==> src/rtl/fbs_pkg.sv <==
package fbs_pkg;

  // Scan state of the line counter within a frame.
  typedef enum logic {
    ST_PRE_LINE = 1'b0,
    ST_IN_LINE  = 1'b1
  } scan_st_e;

  // Width needed to index n items, never below one bit.
  function automatic int idx_w(input int n);
    return (n > 1) ? $clog2(n) : 1;
  endfunction

  // Reflects a coordinate inside a span of length n when m is set.
  function automatic int mirror_pos(input int c, input int n, input logic m);
    return m ? (n - 1 - c) : c;
  endfunction

endpackage

==> src/rtl/fbs_cfg_shadow.sv <==
module fbs_cfg_shadow #(
  parameter int COORD_W  = 10,
  parameter int BUF_W    = 1,
  parameter int NUM_BAND = 2
) (
  input  logic                         clk,
  input  logic                         rst_n,
  input  logic                         frame_start_i,
  input  logic [COORD_W-1:0]           panel_w_i,
  input  logic [COORD_W-1:0]           panel_h_i,
  input  logic                         mirror_h_i,
  input  logic                         mirror_v_i,
  input  logic [NUM_BAND*COORD_W-1:0]  band_start_i,
  input  logic [NUM_BAND*BUF_W-1:0]    band_buf_i,
  input  logic [NUM_BAND*COORD_W-1:0]  band_offx_i,
  input  logic [NUM_BAND*COORD_W-1:0]  band_offy_i,
  output logic [COORD_W-1:0]           panel_w_o,
  output logic [COORD_W-1:0]           panel_h_o,
  output logic                         mirror_h_o,
  output logic                         mirror_v_o,
  output logic [NUM_BAND*COORD_W-1:0]  band_start_o,
  output logic [NUM_BAND*BUF_W-1:0]    band_buf_o,
  output logic [NUM_BAND*COORD_W-1:0]  band_offx_o,
  output logic [NUM_BAND*COORD_W-1:0]  band_offy_o,
  output logic                         cfg_err_o
);

  always_ff @(posedge clk) begin
    if (!rst_n) begin
      panel_w_o    <= '0;
      panel_h_o    <= '0;
      mirror_h_o   <= 1'b0;
      mirror_v_o   <= 1'b0;
      band_start_o <= '0;
      band_buf_o   <= '0;
      band_offx_o  <= '0;
      band_offy_o  <= '0;
    end else if (frame_start_i) begin
      panel_w_o    <= panel_w_i;
      panel_h_o    <= panel_h_i;
      mirror_h_o   <= mirror_h_i;
      mirror_v_o   <= mirror_v_i;
      band_start_o <= band_start_i;
      band_buf_o   <= band_buf_i;
      band_offx_o  <= band_offx_i;
      band_offy_o  <= band_offy_i;
    end
  end

  // A zero-sized panel is a configuration error.
  assign cfg_err_o = (panel_w_o == '0) || (panel_h_o == '0);

  // the shadow copy only moves on a frame start
  a_r8_shadow_hold: assert property (@(posedge clk) disable iff (!rst_n)
    !frame_start_i |=> $stable({panel_w_o, panel_h_o, mirror_h_o, mirror_v_o,
                                band_start_o, band_buf_o, band_offx_o, band_offy_o}));

endmodule

==> src/rtl/fbs_band_sel.sv <==
module fbs_band_sel #(
  parameter int COORD_W  = 10,
  parameter int BUF_W    = 1,
  parameter int NUM_BAND = 2
) (
  input  logic [COORD_W-1:0]          line_i,
  input  logic [NUM_BAND*COORD_W-1:0] band_start_i,
  input  logic [NUM_BAND*BUF_W-1:0]   band_buf_i,
  input  logic [NUM_BAND*COORD_W-1:0] band_offx_i,
  input  logic [NUM_BAND*COORD_W-1:0] band_offy_i,
  output logic [BUF_W-1:0]            sel_buf_o,
  output logic [COORD_W-1:0]          sel_offx_o,
  output logic [COORD_W-1:0]          sel_offy_o
);

  localparam int IDX_W = fbs_pkg::idx_w(NUM_BAND);

  logic [NUM_BAND-1:0] hit;
  logic [IDX_W-1:0]    sel_idx;

  for (genvar g = 0; g < NUM_BAND; g++) begin : g_hit
    assign hit[g] = (band_start_i[g*COORD_W +: COORD_W] <= line_i);
  end

  // Highest qualifying band wins; band 0 is the fallback.
  always_comb begin
    sel_idx = '0;
    for (int i = 0; i < NUM_BAND; i++) begin
      if (hit[i]) sel_idx = IDX_W'(i);
    end
  end

  always_comb begin
    sel_buf_o  = '0;
    sel_offx_o = '0;
    sel_offy_o = '0;
    for (int i = 0; i < NUM_BAND; i++) begin
      if (sel_idx == IDX_W'(i)) begin
        sel_buf_o  = band_buf_i[i*BUF_W +: BUF_W];
        sel_offx_o = band_offx_i[i*COORD_W +: COORD_W];
        sel_offy_o = band_offy_i[i*COORD_W +: COORD_W];
      end
    end
  end

endmodule

==> src/rtl/fbs_scan_ctr.sv <==
module fbs_scan_ctr
  import fbs_pkg::*;
#(
  parameter int COORD_W = 10
) (
  input  logic               clk,
  input  logic               rst_n,
  input  logic               frame_start_i,
  input  logic               line_start_i,
  input  logic               pix_adv_i,
  input  logic [COORD_W-1:0] panel_w_i,
  input  logic [COORD_W-1:0] panel_h_i,
  input  logic               cfg_err_i,
  output logic [COORD_W-1:0] x_o,
  output logic [COORD_W-1:0] y_o,
  output logic [COORD_W-1:0] y_next_o,
  output logic               line_load_o,
  output logic               fire_o
);

  localparam logic [COORD_W-1:0] Y_MAX = '1;

  scan_st_e          st_q;
  logic [COORD_W-1:0] x_q, y_q;

  assign line_load_o = line_start_i & ~frame_start_i;

  // First line of a frame is 0; later lines step by one and saturate.
  assign y_next_o = (st_q == ST_PRE_LINE) ? '0 :
                    (y_q == Y_MAX)        ? y_q : y_q + 1'b1;

  assign fire_o = pix_adv_i & ~line_start_i & ~frame_start_i &
                  (st_q == ST_IN_LINE) & (y_q < panel_h_i) &
                  (x_q < panel_w_i) & ~cfg_err_i;

  always_ff @(posedge clk) begin
    if (!rst_n) begin
      st_q <= ST_PRE_LINE;
      x_q  <= '0;
      y_q  <= '0;
    end else if (frame_start_i) begin
      st_q <= ST_PRE_LINE;
      x_q  <= '0;
      y_q  <= '0;
    end else if (line_load_o) begin
      st_q <= ST_IN_LINE;
      x_q  <= '0;
      y_q  <= y_next_o;
    end else if (fire_o) begin
      x_q  <= x_q + 1'b1;
    end
  end

  assign x_o = x_q;
  assign y_o = y_q;

  // the column count never passes the latched width
  a_r9_x_limit: assert property (@(posedge clk) disable iff (!rst_n)
    x_q <= panel_w_i);

  // the first line of a frame is line 0
  a_r11_first_line: assert property (@(posedge clk) disable iff (!rst_n)
    (line_load_o && st_q == ST_PRE_LINE) |=> (y_q == '0 && x_q == '0));

  // later lines step by one
  a_r11_line_step: assert property (@(posedge clk) disable iff (!rst_n)
    (line_load_o && st_q == ST_IN_LINE && y_q != Y_MAX) |=> (y_q == $past(y_q) + 1'b1));

endmodule

==> src/rtl/fbs_addr_gen.sv <==
module fbs_addr_gen #(
  parameter int ADDR_W    = 21,
  parameter int COORD_W   = 10,
  parameter int BUF_W     = 1,
  parameter int FB_WIDTH  = 1024,
  parameter int FB_HEIGHT = 600,
  parameter int BASE_ADDR = 0
) (
  input  logic               clk,
  input  logic               rst_n,
  input  logic               line_load_i,
  input  logic               fire_i,
  input  logic [COORD_W-1:0] y_next_i,
  input  logic [COORD_W-1:0] x_i,
  input  logic [COORD_W-1:0] panel_w_i,
  input  logic [COORD_W-1:0] panel_h_i,
  input  logic               mirror_h_i,
  input  logic               mirror_v_i,
  input  logic [BUF_W-1:0]   sel_buf_i,
  input  logic [COORD_W-1:0] sel_offx_i,
  input  logic [COORD_W-1:0] sel_offy_i,
  output logic [ADDR_W-1:0]  addr_o,
  output logic               valid_o
);

  localparam int BUF_WORDS = FB_WIDTH * FB_HEIGHT;

  logic [COORD_W-1:0] y_eff, x_eff;
  logic [ADDR_W-1:0]  row_base_d, row_base_q;

  assign y_eff = COORD_W'(fbs_pkg::mirror_pos(int'(y_next_i), int'(panel_h_i), mirror_v_i));
  assign x_eff = COORD_W'(fbs_pkg::mirror_pos(int'(x_i), int'(panel_w_i), mirror_h_i));

  // Row start address, formed once per line.
  assign row_base_d = ADDR_W'(BASE_ADDR)
                    + ADDR_W'(BUF_WORDS) * ADDR_W'(sel_buf_i)
                    + (ADDR_W'(sel_offy_i) + ADDR_W'(y_eff)) * ADDR_W'(FB_WIDTH)
                    + ADDR_W'(sel_offx_i);

  always_ff @(posedge clk) begin
    if (!rst_n) begin
      row_base_q <= '0;
      addr_o     <= '0;
      valid_o    <= 1'b0;
    end else begin
      if (line_load_i) row_base_q <= row_base_d;
      if (fire_i)      addr_o     <= row_base_q + ADDR_W'(x_eff);
      valid_o <= fire_i;
    end
  end

endmodule

==> src/rtl/fb_scan_addr_gen.sv <==
module fb_scan_addr_gen
  import fbs_pkg::*;
#(
  parameter int ADDR_W    = 21,
  parameter int COORD_W   = 10,
  parameter int FB_WIDTH  = 1024,
  parameter int FB_HEIGHT = 600,
  parameter int NUM_BUF   = 2,
  parameter int NUM_BAND  = 2,
  parameter int BASE_ADDR = 0,
  localparam int BUF_W    = idx_w(NUM_BUF)
) (
  input  logic                        clk,
  input  logic                        rst_n,
  input  logic                        frame_start,
  input  logic                        line_start,
  input  logic                        pix_adv,
  input  logic [COORD_W-1:0]          cfg_panel_w,
  input  logic [COORD_W-1:0]          cfg_panel_h,
  input  logic                        cfg_mirror_h,
  input  logic                        cfg_mirror_v,
  input  logic [NUM_BAND*COORD_W-1:0] cfg_band_start,
  input  logic [NUM_BAND*BUF_W-1:0]   cfg_band_buf,
  input  logic [NUM_BAND*COORD_W-1:0] cfg_band_off_x,
  input  logic [NUM_BAND*COORD_W-1:0] cfg_band_off_y,
  output logic [ADDR_W-1:0]           out_addr,
  output logic                        out_valid
);

  logic [COORD_W-1:0]          sh_panel_w, sh_panel_h;
  logic                        sh_mirror_h, sh_mirror_v;
  logic [NUM_BAND*COORD_W-1:0] sh_band_start, sh_band_offx, sh_band_offy;
  logic [NUM_BAND*BUF_W-1:0]   sh_band_buf;
  logic                        cfg_err;

  logic [COORD_W-1:0] scan_x, scan_y, scan_y_next;
  logic               line_load, fire;

  logic [BUF_W-1:0]   sel_buf;
  logic [COORD_W-1:0] sel_offx, sel_offy;

  fbs_cfg_shadow #(
    .COORD_W (COORD_W),
    .BUF_W   (BUF_W),
    .NUM_BAND(NUM_BAND)
  ) u_shadow (
    .clk          (clk),
    .rst_n        (rst_n),
    .frame_start_i(frame_start),
    .panel_w_i    (cfg_panel_w),
    .panel_h_i    (cfg_panel_h),
    .mirror_h_i   (cfg_mirror_h),
    .mirror_v_i   (cfg_mirror_v),
    .band_start_i (cfg_band_start),
    .band_buf_i   (cfg_band_buf),
    .band_offx_i  (cfg_band_off_x),
    .band_offy_i  (cfg_band_off_y),
    .panel_w_o    (sh_panel_w),
    .panel_h_o    (sh_panel_h),
    .mirror_h_o   (sh_mirror_h),
    .mirror_v_o   (sh_mirror_v),
    .band_start_o (sh_band_start),
    .band_buf_o   (sh_band_buf),
    .band_offx_o  (sh_band_offx),
    .band_offy_o  (sh_band_offy),
    .cfg_err_o    (cfg_err)
  );

  fbs_scan_ctr #(
    .COORD_W(COORD_W)
  ) u_scan (
    .clk          (clk),
    .rst_n        (rst_n),
    .frame_start_i(frame_start),
    .line_start_i (line_start),
    .pix_adv_i    (pix_adv),
    .panel_w_i    (sh_panel_w),
    .panel_h_i    (sh_panel_h),
    .cfg_err_i    (cfg_err),
    .x_o          (scan_x),
    .y_o          (scan_y),
    .y_next_o     (scan_y_next),
    .line_load_o  (line_load),
    .fire_o       (fire)
  );

  fbs_band_sel #(
    .COORD_W (COORD_W),
    .BUF_W   (BUF_W),
    .NUM_BAND(NUM_BAND)
  ) u_band (
    .line_i      (scan_y_next),
    .band_start_i(sh_band_start),
    .band_buf_i  (sh_band_buf),
    .band_offx_i (sh_band_offx),
    .band_offy_i (sh_band_offy),
    .sel_buf_o   (sel_buf),
    .sel_offx_o  (sel_offx),
    .sel_offy_o  (sel_offy)
  );

  fbs_addr_gen #(
    .ADDR_W   (ADDR_W),
    .COORD_W  (COORD_W),
    .BUF_W    (BUF_W),
    .FB_WIDTH (FB_WIDTH),
    .FB_HEIGHT(FB_HEIGHT),
    .BASE_ADDR(BASE_ADDR)
  ) u_addr (
    .clk        (clk),
    .rst_n      (rst_n),
    .line_load_i(line_load),
    .fire_i     (fire),
    .y_next_i   (scan_y_next),
    .x_i        (scan_x),
    .panel_w_i  (sh_panel_w),
    .panel_h_i  (sh_panel_h),
    .mirror_h_i (sh_mirror_h),
    .mirror_v_i (sh_mirror_v),
    .sel_buf_i  (sel_buf),
    .sel_offx_i (sel_offx),
    .sel_offy_i (sel_offy),
    .addr_o     (out_addr),
    .valid_o    (out_valid)
  );

  // a valid beat always follows a pixel strobe
  a_r2_valid_needs_adv: assert property (@(posedge clk) disable iff (!rst_n)
    out_valid |-> $past(pix_adv));

  // a zero-sized panel yields no beats
  a_r10_err_silent: assert property (@(posedge clk) disable iff (!rst_n)
    cfg_err |=> !out_valid);

  // strobes below the last panel line yield no beats
  a_r9_row_limit: assert property (@(posedge clk) disable iff (!rst_n)
    (pix_adv && scan_y >= sh_panel_h) |=> !out_valid);

endmodule

==> config.mk <==
export PLATFORM = sky130hd
export DESIGN_NAME = fb_scan_addr_gen
export DESIGN_NICKNAME = d
export VERILOG_FILES = /design/src/rtl/fbs_pkg.sv /design/src/rtl/fbs_cfg_shadow.sv /design/src/rtl/fbs_band_sel.sv /design/src/rtl/fbs_scan_ctr.sv /design/src/rtl/fbs_addr_gen.sv /design/src/rtl/fb_scan_addr_gen.sv
export SDC_FILE = /design/constraint.sdc
export NUM_CORES = 1
export LEC_CHECK = 0
export ABC_AREA = 1
export BUFFER_PORTS_ARGS = -buffer_cell sky130_fd_sc_hd__buf_2
export CORE_MARGIN = 10
export CORE_UTILIZATION = 40
export CTS_BUF_LIST = sky130_fd_sc_hd__clkbuf_8
export CTS_CLUSTER_DIAMETER = 100
export DETAILED_ROUTE_END_ITERATION = 8
export HOLD_SLACK_MARGIN = 0.06
export PLACE_DENSITY = 0.67
export SLEW_MARGIN = 20
export SYNTH_ARGS = -nofsm -noshare
export SYNTH_HDL_FRONTEND = slang
export SYNTH_SLANG_ARGS = --single-unit
==> constraint.sdc <==
create_clock -name clk -period 9.65 [get_ports clk]
set_input_delay 0.4825 -clock clk [delete_from_list [all_inputs] [get_ports clk]]
set_output_delay 0.4825 -clock clk [all_outputs]
set_load 0.01 [all_outputs]
==> metrics.csv, run 1 <==
stage;metric;value;unit
hold_path;Hold Crit Depth;3;
global_route;grt ovf;0;
routing;# DRC;0;
timing;Slew Viols, Final;0;
global_route;vias in the first global route;7439;
global_route;initial antenna violation count;0;
cts;TritonCTS Buffers;17;
timing;Fmax;158;MHz
setup_path;crit end category;flip-flop;
hold_path;WHS Endpoint;u_shadow.band_offy_o[8]$_SDFFE_PN0P_;
synthesis;simple-gate share of the synthesized area;0.214;
finish;most common cell after layout, fill and taps aside;nand2_1;
hold_path;hold_sp;cfg_band_off_y[8];
timing;Worst slew margin;0.347;
floorplan;DIE HEIGHT;164;um
global_route;global-route wire length before repair;36.3;mm
synthesis;Synth Instances;1170;
routing;WL/cell;14.5;um
cts;# Post-CTS Setup Buffers;0;
synthesis;EDFF count, synth;0;
timing;final period utilization;0.655;
synthesis;Yosys reg bits;138;
floorplan;IO Pins;111;
synthesis;share of the synthesized area in the top cell type;0.332;
synthesis;synth warn;0;
setup_path;crit path max fanout;22;
synthesis;post-synthesis cell area;0.00832;mm^2
finish;# fillers;2126;
cts;root buffer cell;clkbuf_8;
cts;Clock transition at path regs;90;ps
power;Pleak;4.28;nW
finish;Syn-to-layout area delta;12.3;%
power;Cell Pwr Density;150;mW/mm^2
setup_path;Req. time, crit path;10000;ps
global_route;largest net degree at the start of global routing;118;
synthesis;compound-gate portion of the synthesized area;0.202;
finish;layout cells sized above 1;0.131;
setup_path;startpoint types;flip-flop;
run_status;status;finished clean;
timing;Clock Skews;15.9;ps
routing;DR pass1 iterations;5;
cts;H-tree depth;4;
setup_path;R2R Path End;u_addr.row_base_q[19]$_SDFFE_PN0P_;
timing;Min Clock Period, post-route;6320;ps
routing;drt total wl;22.1;mm
setup_path;data arrival time of the worst path;6680;ps
timing;setup TNS;0;ps
timing;final setup vio count;0;
timing;worst slew pin tran;978;ps
synthesis;xor and xnor fraction of the mapped netlist area;0.0326;
floorplan;Initial Util;0.409;
place;Final GP Congestion;0.914;
cts;post_cts resized;0;
setup_path;R2R depth;25;
synthesis;syn avg cell area;7.11;um^2
routing;via/cell ratio;5.06;
synthesis;asr flop ratio synth;0;
floorplan;Core ar.;0.0204;mm^2
cts;CTS tree;yes;
finish;Final #Nets;1411;
synthesis;main combinational cell family by area after synthesis;simple AND/OR/NAND/NOR gates;
synthesis;Netlist cell types;48;
setup_path;reg2reg setup slack;3330;ps
floorplan;Die X;164;um
finish;n_diodes;0;
finish;most frequent cells in the layout;nand2_1 (191), a21oi_1 (141), dfxtp_1 (138);
power;VDD IR max;0.0832;mV
cts;CTS Hold Bufs;0;
timing;Hold Slack;240;ps
timing;RSZ-0062 raised after global routing;no;
global_route;Total GRT Usage;0.165;
cts;clk sink count;138;
timing;Final Hold Viols;0;
floorplan;Std-Cell Rows;52;
synthesis;sequential fraction of the synthesis area;0.332;
setup_path;crit path kind;reg2reg;
synthesis;mux cell area share after synthesis;0.0147;
job;max_cap viols;0;
synthesis;Synth Net Count;1337;
synthesis;ys flop type;dfxtp_1;
cts;clock buffer depth;2;
routing;Final ANT Viol Nets;0;
power;Total Power;1.40;mW
place;Port Buf Inserts;100;
hold_path;hold crit path type;in2reg;
synthesis;Adder-Cell Fraction of Synth Area;0.122;
routing;DR iter-0 viols;450;
synthesis;Yosys top cell by area;dfxtp_1;
routing;via count;7729;
setup_path;worst r2r src;u_scan.y_o[2]$_SDFFE_PP0P_;
cts;clk_lat worst skew;460;ps
place;DP HPWL;16.6;mm
floorplan;Die ar.;0.0270;mm^2
synthesis;synth top area cells;dfxtp_1 (33%), ha_1 (11%), nand2_1 (8.6%), a21oi_1 (8.5%), o21ai_0 (8.2%);
-- worst max-delay path: stages (launching register included) --
cell and delay, ps:
dfxtp_1 470, nand3_1 170, nor3_1 380, nand2_1 80, o21ai_0 150, nand3_1 200, ha_1 390, nand2_1 80
o2111ai_1 800, nand2_1 800, o21ai_0 540, inv_1 120, fa_1 440, inv_1 80, nand3_1 60, nand2_1 130
a31oi_1 110, xnor2_1 150, ha_1 330, nand2_1 60, o21ai_0 340, nand2_1 90, nand2_1 80, nand3_1 60
nand2_1 70, inv_1 30
-- where the power goes --
part           internal (mW)  switching (mW)  leakage (nW)  total (mW)
clock                  0.216           0.256         0.188       0.473
combinational          0.117           0.181          2.95       0.297
sequential             0.601          0.0262          1.14       0.628
-- metal layers --
layer	vias up	track usage	wire length (um)
li1	4074	-	-
met5	-	0	0
met2	171	0.254	9590
met4	0	0.0422	213
met3	17	0.0315	1180
met1	3467	0.230	11100
-- flip-flops by register name (all words and copies together), names as in the netlist, 10 cells and up --
signal and flops:
u_scan.x_o 10, u_shadow.band_offx_o 20, u_shadow.panel_w_o 10, u_shadow.panel_h_o 10, u_shadow.band_offy_o 20, u_addr.row_base_q 21
u_scan.y_o 10, u_shadow.band_start_o 10, u_addr.addr_o 21
-- logic make-up after synthesis --
group / after synthesis
AND/OR/NAND/NOR: 420
AO/OA/AOI/OAI: 319
XOR/XNOR: 31
flip-flops: 138
adder cells (fa/ha/maj): 78
buffers and inverters: 173
multiplexers: 11
-- synthesized netlist by cell type, types with 2 or more instances --
library cell,n
nand2_1,191
a21oi_1,141
dfxtp_1,138
o21ai_0,136
nor2_1,124
inv_1,120
ha_1,73
nand3_1,67
clkbuf_1,39
xor2_1,16
xnor2_1,15
o21ai_1,13
mux2_2,10
nand4_1,9
o211ai_1,8
nor3_1,7
buf_6,5
fa_1,5
nor4_1,5
inv_2,4
or2_2,4
a21o_1,3
buf_2,3
nand3b_1,3
o2111ai_1,3
o22ai_1,3
a31oi_1,2
nand3_2,2
o21a_1,2
-- metrics by stage --
stage | setup slack [ps] | util | instances | instance area, um^2
floorplan | 4950 | - | 1170 | 8320
global placement | 3430 | 0.440 | 1495 | 8960
detailed placement | 3340 | 0.440 | 1495 | 8960
CTS | 3330 | 0.459 | 1526 | 9340
global route | 2590 | 0.459 | 1526 | 9340
finish | 3330 | 0.459 | 1526 | 9340
-- how the worst max path moves through the flow --
stage,from,endpoint,cells after the start
floorplan,u_scan.y_o[3]$_SDFFE_PP0P_,u_addr.row_base_q[20]$_SDFFE_PN0P_,38
global placement,u_scan.y_o[3]$_SDFFE_PP0P_,u_addr.row_base_q[19]$_SDFFE_PN0P_,25
detailed placement,u_scan.y_o[2]$_SDFFE_PP0P_,u_addr.row_base_q[19]$_SDFFE_PN0P_,25
CTS,u_scan.y_o[2]$_SDFFE_PP0P_,u_addr.row_base_q[19]$_SDFFE_PN0P_,25
global route,u_scan.y_o[3]$_SDFFE_PP0P_,u_addr.row_base_q[19]$_SDFFE_PN0P_,25
finish,u_scan.y_o[2]$_SDFFE_PP0P_,u_addr.row_base_q[19]$_SDFFE_PN0P_,25
-- final cells by class --
class / instances / area (um^2) / share of cell area
clock buffers: 18 / 248 / 0.0265
clock inverters: 13 / 133 / 0.0142
inverters: 125 / 474 / 0.0508
multi-input cells: 859 / 4860 / 0.521
flip-flops and latches: 138 / 2760 / 0.296
well taps: 270 / 338 / 0.0362
repair buffers: 103 / 523 / 0.0560
Power figures use the tool's default switching activity.
==> inputs of run 2 (changes only) <==
Settings changed: ABC_AREA 1 to 0.
Clock period 9.65 ns to 6.4 ns, I/O delays scaled along.
==> metrics.csv, run 2 <==
stage;metric;value;unit;change
synthesis;Synth Net Count;1138;;-15%
cts;root buffer cell;clkbuf_8;;
cts;TritonCTS Buffers;17;;unchanged
floorplan;Core ar.;0.0203;mm^2;-0.32%
timing;final period utilization;0.886;;+0.231
cts;clock buffer depth;2;;unchanged
global_route;initial antenna violation count;1;;+1
routing;via/cell ratio;5.22;;+3.0%
power;Cell Pwr Density;217;mW/mm^2;+45%
global_route;grt ovf;0;;unchanged
cts;clk sink count;138;;unchanged
timing;setup TNS;0;ps;unchanged
finish;layout cells sized above 1;0.157;;+0.0259
place;Final GP Congestion;0.889;;-2.8%
routing;DR pass1 iterations;5;;unchanged
synthesis;share of the synthesized area in the top cell type;0.333;;+0.00100
synthesis;Synth Instances;971;;-17%
cts;H-tree depth;4;;unchanged
timing;final setup vio count;0;;unchanged
setup_path;CP Capture Point;u_addr.row_base_q[20]$_SDFFE_PN0P_;;
routing;via count;6978;;-9.7%
timing;worst slew pin tran;1020;ps;+41.3 ps
synthesis;asr flop ratio synth;0;;unchanged
cts;clk_lat worst skew;460;ps;about the same
synthesis;sequential fraction of the synthesis area;0.333;;+0.00100
place;Port Buf Inserts;100;;unchanged
place;Post-Place Cells;1302;;-13%
setup_path;Req. time, crit path;6750;ps;-3250 ps
timing;setup ws final;731;ps;-2600 ps
finish;Non-Filler Instances;1337;;-12%
setup_path;R2R Path End;u_addr.row_base_q[20]$_SDFFE_PN0P_;;
floorplan;IO Pins;111;;unchanged
timing;Clock Skews;9.94;ps;-6.00 ps
finish;most frequent cells in the layout;dfxtp_1 (138), nor2_1 (121), buf_2 (99);;
setup_path;crit end category;flip-flop;;
floorplan;DIE HEIGHT;164;um;-0.13%
global_route;Total GRT Usage;0.156;;-0.00893
setup_path;reg2reg setup slack;730;ps;-2600 ps
synthesis;Yosys top cell by area;dfxtp_1;;
place;DP HPWL;15.5;mm;-6.5%
global_route;vias in the first global route;6776;;-8.9%
timing;RSZ-0062 raised after global routing;no;;
finish;n_diodes;0;;unchanged
job;max_cap viols;0;;unchanged
setup_path;R2R depth;25;;unchanged
cts;CTS tree;yes;;
synthesis;synth warn;0;;unchanged
finish;final core occ;0.465;;+0.00597
hold_path;hold crit path type;in2reg;;
setup_path;Crit path largest cell delay;390;ps;-410 ps
timing;Worst slew margin;0.320;;-0.0269
synthesis;Netlist cell types;67;;+40%
routing;# DRC;0;;unchanged
synthesis;synth top area cells;dfxtp_1 (33%), ha_1 (11%), mux2i_1 (10%), nor2_1 (5.5%), a21oi_1 (4.3%);;
finish;Syn-to-layout area delta;13.7;%;
finish;biggest regs;u_addr.addr_o (21), u_addr.row_base_q (21);;
setup_path;data arrival time of the worst path;6020;ps;-660 ps
finish;most common cell after layout, fill and taps aside;dfxtp_1;;
routing;drt total wl;20.7;mm;-6.3%
setup_path;Crit-path slowest cell;a31oi_2;;
setup_path;crit path kind;reg2reg;;
run_status;status;finished clean;;
setup_path;startpoint types;flip-flop;;
floorplan;Die X;164;um;-0.13%
synthesis;syn avg cell area;8.54;um^2;+20%
synthesis;ys flop type;dfxtp_1;;
power;VDD IR max;0.196;mV;+140%
setup_path;worst r2r src;u_scan.y_o[6]$_SDFFE_PP0P_;;
setup_path;crit path max fanout;12;;-45%
synthesis;post-synthesis cell area;0.00830;mm^2;-0.30%
global_route;largest net degree at the start of global routing;96;;-19%
synthesis;EDFF count, synth;0;;unchanged
global_route;global-route wire length before repair;33.9;mm;-6.8%
floorplan;Std-Cell Rows;52;;unchanged
power;Pleak;4.18;nW;-2.3%
routing;WL/cell;15.5;um;+7.0%
place;DP Worst Slack;752;ps;-2590 ps
floorplan;Die ar.;0.0269;mm^2;-0.26%
timing;Fmax;176;MHz;+12%
synthesis;Yosys reg bits;138;;unchanged
synthesis;count leader, synth;dfxtp_1;;
floorplan;Initial Util;0.409;;about the same
finish;Final #Nets;1221;;-13%
routing;Final ANT Viol Nets;0;;unchanged
setup_path;cell mode on critical path;ha_1;;
setup_path;CP startpoint;u_scan.y_o[6]$_SDFFE_PP0P_;;
timing;Slew Viols, Final;0;;unchanged
synthesis;commonest cells in the netlist;dfxtp_1 (138), nor2_1 (121), mux2i_1 (87);;
timing;Min Clock Period, post-route;5670;ps;-654 ps
timing;Final Hold Viols;0;;unchanged
cts;Clock transition at path regs;80;ps;about the same
routing;DR iter-0 viols;354;;-21%
## run 2: layout make-up
| type | count | area (um^2) |
|---|---|---|
| repair buffers | 108 | 571 |
| inverters | 55 | 206 |
| well taps | 270 | 338 |
| clock inverters | 13 | 143 |
| multi-input cells | 734 | 5150 |
| fillers | 2030 | 10900 |
| flip-flops and latches | 138 | 2760 |
| clock buffers | 19 | 262 |
## run 2: layer usage
metal	GRT usage	routed length [um]	vias to the layer above
li1	-	-	3592
met1	0.203	10100	3233
met2	0.251	9350	123
met3	0.0388	945	28
met4	0.0426	264	2
met5	0	12	-
## run 2: cell families (layout without fill, tap and decap cells)
logic type | Yosys count | after routing | synth area share
AND/OR/NAND/NOR | 295 | 295 | 0.165
adder cells (fa/ha/maj) | 78 | 78 | 0.122
flip-flops | 138 | 138 | 0.333
AO/OA/AOI/OAI | 216 | 216 | 0.162
XOR/XNOR | 44 | 44 | 0.0465
multiplexers | 101 | 101 | 0.124
buffers and inverters | 99 | 195 | 0.0471
## run 2: repair_timing
action                                  in CTS  in global routing
buffers inserted                             0                  0
resized for setup                            0                  0
hold buffers                                 3                  0
endpoints found under the setup margin       0                  0
endpoints found under the hold margin        3                  0
## run 2: worst min-delay path by stage
stage,cells after the start,start,end,slack (ps)
after global placement,2,u_addr.addr_o[10]$_SDFFE_PN0P_,u_addr.addr_o[10]$_SDFFE_PN0P_,440
after global routing,3,cfg_band_off_x[1],u_shadow.band_offx_o[1]$_SDFFE_PN0P_,80
final,3,cfg_band_off_y[4],u_shadow.band_offy_o[4]$_SDFFE_PN0P_,90
after detailed placement,2,u_addr.addr_o[3]$_SDFFE_PN0P_,u_addr.addr_o[3]$_SDFFE_PN0P_,440
after floorplan,2,u_addr.row_base_q[12]$_SDFFE_PN0P_,u_addr.row_base_q[12]$_SDFFE_PN0P_,450
after CTS,3,cfg_band_start[15],u_shadow.band_start_o[15]$_SDFFE_PN0P_,60
## run 2: worst max-delay path, delay by kind of cell, from the launching register on
| family | cells | cell delay, ps |
|---|---|---|
| AOI/OAI and AO/OA | 7 | 1580 |
| xor gates and xnor gates | 2 | 330 |
| adders and majority gates | 3 | 950 |
| buffers and inverters | 2 | 440 |
| DFF | 1 | 360 |
| muxes | 1 | 370 |
| and+or+nand+nor | 10 | 1550 |
## run 2: report_power, final
part | internal, mW | total [mW] | switching (mW)
clock | 0.370 | 0.726 | 0.356
combinational | 0.176 | 0.382 | 0.207
sequential | 0.897 | 0.935 | 0.0378
## run 2: metrics by stage
stage,hold slack (ps),total power [mW],cell area (um^2)
floorplan,452,1.23,8300
global placement,437,1.33,9000
detailed placement,443,1.33,9000
CTS,60.9,2.07,9430
global route,81.4,2.15,9430
finish,90.5,2.04,9430
